==> config.mk <==
export PLATFORM = sky130hd
export DESIGN_NAME = frac_phase_divider
export DESIGN_NICKNAME = d
export VERILOG_FILES = /design/src/rtl/fdiv_pkg.sv /design/src/rtl/fdiv_phase_acc.sv /design/src/rtl/fdiv_mod_counter.sv /design/src/rtl/fdiv_phase_mux.sv /design/src/rtl/frac_phase_divider.sv
export SDC_FILE = /design/constraint.sdc
export NUM_CORES = 1
export LEC_CHECK = 0
export BUFFER_PORTS_ARGS = -buffer_cell sky130_fd_sc_hd__buf_2
export CELL_PAD_IN_SITES_DETAIL_PLACEMENT = 0
export CELL_PAD_IN_SITES_GLOBAL_PLACEMENT = 2
export CORE_MARGIN = 10
export CORE_UTILIZATION = 33
export CTS_CLUSTER_DIAMETER = 120
export CTS_CLUSTER_SIZE = 8
export DETAILED_ROUTE_END_ITERATION = 10
export HOLD_SLACK_MARGIN = 0.12
export PLACE_DENSITY = 0.87
export SLEW_MARGIN = 0
export SYNTH_ARGS = -nofsm -noshare
export SYNTH_HDL_FRONTEND = slang
export SYNTH_SLANG_ARGS = --single-unit
==> constraint.sdc <==
create_clock -name clk -period 4.15 [get_ports clk]
set_input_delay 0.415 -clock clk [delete_from_list [all_inputs] [get_ports clk]]
set_output_delay 0.415 -clock clk [all_outputs]
set_load 0.05 [all_outputs]
==> src/rtl/fdiv_pkg.sv <==
package fdiv_pkg;

    typedef enum logic [1:0] {
        ST_INIT = 2'd0,
        ST_RUN  = 2'd1,
        ST_EDGE = 2'd2
    } fdiv_state_e;

    localparam int unsigned MIN_MODULUS = 2;

endpackage

==> src/rtl/fdiv_phase_acc.sv <==
module fdiv_phase_acc #(
    parameter int ACC_W = 3
) (
    input  logic             clk,
    input  logic             rst_n,
    input  logic             step,
    input  logic [ACC_W-1:0] frac_x,
    output logic [ACC_W-1:0] acc_q,
    output logic             carry_nxt,
    output logic             plus_q
);
    logic [ACC_W:0] sum;

    always_comb begin
        sum       = {1'b0, acc_q} + {1'b0, frac_x};
        carry_nxt = sum[ACC_W];
    end

    always_ff @(posedge clk) begin
        if (!rst_n) begin
            acc_q  <= '0;
            plus_q <= 1'b0;
        end else if (step) begin
            acc_q  <= sum[ACC_W-1:0];
            plus_q <= sum[ACC_W];
        end
    end
endmodule

==> src/rtl/fdiv_mod_counter.sv <==
module fdiv_mod_counter
    import fdiv_pkg::*;
#(
    parameter int DIV_W = 6
) (
    input  logic             clk,
    input  logic             rst_n,
    input  logic [DIV_W-1:0] div_n,
    input  logic             add_one,
    output logic             edge_cyc
);
    localparam int CNT_W = DIV_W + 1;

    fdiv_state_e      state_q, state_d;
    logic [CNT_W-1:0] cnt_q;
    logic [DIV_W-1:0] eff_n;
    logic [CNT_W-1:0] first_load;
    logic [CNT_W-1:0] reload;

    always_comb begin
        eff_n      = (div_n < DIV_W'(MIN_MODULUS)) ? DIV_W'(MIN_MODULUS) : div_n;
        first_load = CNT_W'(eff_n) - CNT_W'(1);
        reload     = first_load + CNT_W'(add_one);
    end

    // state register
    always_ff @(posedge clk) begin
        if (!rst_n) state_q <= ST_INIT;
        else        state_q <= state_d;
    end

    // transitions
    always_comb begin
        state_d = state_q;
        unique case (state_q)
            ST_INIT: state_d = ST_RUN;
            ST_RUN:  state_d = (cnt_q == CNT_W'(1)) ? ST_EDGE : ST_RUN;
            ST_EDGE: state_d = ST_RUN;
            default: state_d = ST_INIT;
        endcase
    end

    // counter datapath
    always_ff @(posedge clk) begin
        if (!rst_n) begin
            cnt_q <= '0;
        end else begin
            unique case (state_q)
                ST_INIT: cnt_q <= first_load;
                ST_RUN:  cnt_q <= cnt_q - CNT_W'(1);
                ST_EDGE: cnt_q <= reload;
                default: cnt_q <= '0;
            endcase
        end
    end

    assign edge_cyc = (state_q == ST_EDGE);
endmodule

==> src/rtl/fdiv_phase_mux.sv <==
module fdiv_phase_mux #(
    parameter int ACC_W = 3
) (
    input  logic [(1<<ACC_W)-1:0] phases,
    input  logic [ACC_W-1:0]      sel,
    input  logic                  gate,
    output logic                  out
);
    localparam int NPH = 1 << ACC_W;

    logic [NPH-1:0] hit;

    for (genvar i = 0; i < NPH; i++) begin : g_tap
        assign hit[i] = phases[i] & (sel == ACC_W'(i));
    end

    assign out = gate & (|hit);
endmodule

==> src/rtl/frac_phase_divider.sv <==
module frac_phase_divider #(
    parameter int DIV_W = 6,
    parameter int ACC_W = 3
) (
    input  logic                  clk,
    input  logic                  rst_n,
    input  logic [DIV_W-1:0]      div_n,
    input  logic [ACC_W-1:0]      frac_x,
    input  logic [(1<<ACC_W)-1:0] phases,
    output logic                  edge_strobe,
    output logic [ACC_W-1:0]      phase_sel,
    output logic                  plus_one,
    output logic                  div_out
);
    logic edge_cyc;
    logic carry_nxt;

    fdiv_mod_counter #(.DIV_W(DIV_W)) u_cnt (
        .clk      (clk),
        .rst_n    (rst_n),
        .div_n    (div_n),
        .add_one  (carry_nxt),
        .edge_cyc (edge_cyc)
    );

    fdiv_phase_acc #(.ACC_W(ACC_W)) u_acc (
        .clk       (clk),
        .rst_n     (rst_n),
        .step      (edge_cyc),
        .frac_x    (frac_x),
        .acc_q     (phase_sel),
        .carry_nxt (carry_nxt),
        .plus_q    (plus_one)
    );

    fdiv_phase_mux #(.ACC_W(ACC_W)) u_mux (
        .phases (phases),
        .sel    (phase_sel),
        .gate   (edge_cyc),
        .out    (div_out)
    );

    assign edge_strobe = edge_cyc;
endmodule

==> results.toml <==
[status]
status = "finished, final reports clean"

[drt]
ant_nets = 0
avgViaCountPerCell = 4.91
drc = 0
drtIter0Drc = 35
wire_per_inst_um = 13.2
dr.pass1.iters = 4
vias = 943
wl_um = 2530

[worst_setup_path]
r2r_start = "u_acc.acc_q[1]$_SDFFE_PN0P_"
cpPeakStageDelay_ns = 0.41
crit_family = "simple AND/OR/NAND/NOR gates"
cp-startpoint = "div_n[4]"
path_cells = "buf_2 > or3_4 > o31ai_1 > ha_1 > xor2_1 > nand2_1 > nor2_2 > mux2_4 > o32ai_2"
rr_endpoint = "u_cnt.cnt_q[4]$_SDFF_PN0_"
slowest_stage = "or3_4"
rr_worst_depth = 9
crit_cells = 9
worst-path-buf-inv = 1
cp-start-kind = "primary input"
crit_end = "u_cnt.cnt_q[4]$_SDFF_PN0_"
path_max_fanout = 6
arrival_ns = 2.79
crit_type = "primary input to register"
r2r_slack_ns = 1.94
cp.required_ns = 4.35
endpoint_kind = "register"

[clock_tree]
cts_buffers = 3
clock-sinks = 13
h-tree-depth = 1
clock_path_buffers = 2
path_clk_slew_ns = 0.08
cts_tree = "built"
worstSkewPairLatency_ns = 0.28
post_cts_buffers = 0
cts_resized = 0
cts_hold_buf = 0
cts_root_buf = "clkbuf_4"

[finish]
drive_above_1_share = 0.257
fillers = 329
final_cell_area_mm2 = 0.00122
syn_to_final_growth_pct = 18.4
finalCoreUtilization = 0.405
fin_nets = 177
antenna_cells = 0

[timing]
fin_crit_ns = 2.59
fin_ws_ns = 1.56
fmax_mhz = 385
worst_pin_slew_ns = 0.533
rsz0062_at_grt = "false"
slew_violations = 0
hold_viol_final = 0
tns_ns = 0
period_share = 0.625
setup_viol = 0
skew_ns = 0.00389
relSlewSlack = 0.644

[synthesis]
synth_edf_count = 0
synth-async-reset-ratio = 0
syn-cell-area_mm2 = 0.00103
synth_seq_cells = 13
syn_nets = 151
ys_seq_area_frac = 0.252
ys_warn_count = 0
ys_types = 40
ys.flop_type = "dfxtp_1"
synth_area_per_cell_um2 = 8.41
syn_inst = 123

[placed_design]
port_buffers = 24
placed_cell_area_mm2 = 0.00120
pre_cts_slack_ns = 1.24
dp.final_hpwl_um = 2120
gp_congestion = 0.780

[grt]
overflow = 0
grt_pass1_wl_um = 4250
antenna_found_initial = 0
grt_max_degree = 16
grt_pass1_vias = 894
grt_usage = 0.0867

[floorplanning]
placementRows = 20
die_y_um = 76.0
start_util = 0.342
die_area_mm2 = 0.00578
pin_count = 25
die_w_um = 76.0
core-area_mm2 = 0.00303

[power_and_ir_drop]
p_per_area_mw_per_mm2 = 255
leakagePower_nw = 0.531
ir_drop_uv = 82.0

[hold_path]
worstHoldStart = "rst_n"
holdCritPathClass = "primary input to register"

[run]
cap_violations = 0
[worst min-delay path by stage]
stage	end	slack (ns)	cells after the start
final	u_cnt.cnt_q[5]$_SDFF_PN0_	0.43	3
after global routing	u_cnt.cnt_q[5]$_SDFF_PN0_	0.51	3
after CTS	u_cnt.cnt_q[5]$_SDFF_PN0_	0.44	3
after detailed placement	u_acc.plus_q$_SDFFE_PN0P_	0.46	2
after global placement	u_acc.plus_q$_SDFFE_PN0P_	0.45	2
after floorplan	u_cnt.state_q[1]$_SDFF_PN0_	0.53	2
[worst register-to-register path: stages, from the launching register on]
cell,delay [ns]
dfxtp_1,0.46
ha_1,0.28
a21o_1,0.17
a21o_1,0.20
ha_1,0.21
ha_1,0.19
nand2_1,0.09
nor2_2,0.05
mux2_4,0.30
o32ai_2,0.18
[through the flow]
step                      cells  total power, mW  hold WS, ns
after floorplan             123            0.209        0.530
after global placement      188            0.234        0.451
after detailed placement    188            0.236        0.461
after CTS                   192            0.314        0.436
after global routing        192            0.333        0.506
final                       192            0.312        0.433
[synthesized netlist by cell type, drive strengths merged, types with 2 or more instances]
library cell   n  area, µm²
nor3b          2       20.0
a211oi         2       15.0
nor3           4       25.0
o31ai          2       20.0
a21oi         10       50.1
a21o           3       22.5
xnor2          4       35.0
nand2         15       56.3
mux4           2       45.0
clkbuf         3       11.3
xor2           4       35.0
nor2          13       51.3
or3            3       23.8
mux2i          3       42.5
inv           10       37.5
nand3b         2       15.0
ha             8        100
nand3          4       20.0
nand4b         2       17.5
dfxtp         13        260
[per-layer routing]
metal,part of all wire,track usage
met1,0.47,0.103
met4,0.017,0.0398
met3,0.015,0.00825
met5,0,0
met2,0.50,0.151
[power breakdown]
group	internal, mW	leakage [nW]	switching [mW]
combinational	0.0419	0.409	0.0463
sequential	0.134	0.107	0.0106
clock	0.0373	0.0150	0.0421
total	0.213	0.531	0.0989
[flip-flops by register name, summed over array words and instances, names as in the netlist]
register,cells
u_cnt.state_q,2
u_acc.acc_q,3
u_acc.plus_q,1
u_cnt.cnt_q,7
[cell type report]
cell class	count	area (µm²)	area share
Sequential cell	13	260	0.212
Timing Repair Buffer	24	120	0.0981
Clock buffer	4	26.3	0.0215
Inverter	11	41.3	0.0337
Tap cell	44	55.1	0.0449
Multi-Input combinational cell	96	722	0.589
[logic make-up after synthesis]
group	share of synthesized area
buffers and inverters	0.0508
xor gates and xnor gates	0.0677
DFF	0.252
adders and majority gates	0.116
and+or+nand+nor	0.241
AOI/OAI and AO/OA	0.174
muxes	0.0991
[placed cells by master, fill, tap and decap left out, types with 4 or more instances in the layout]
cell type and instances:
nand3_1 4, nand2_1 15, nor2_1 12, buf_2 24, ha_1 8, xor2_1 4, dfxtp_1 13, inv_1 10
a21oi_1 10, xnor2_1 4
Power figures use the tool's default switching activity.
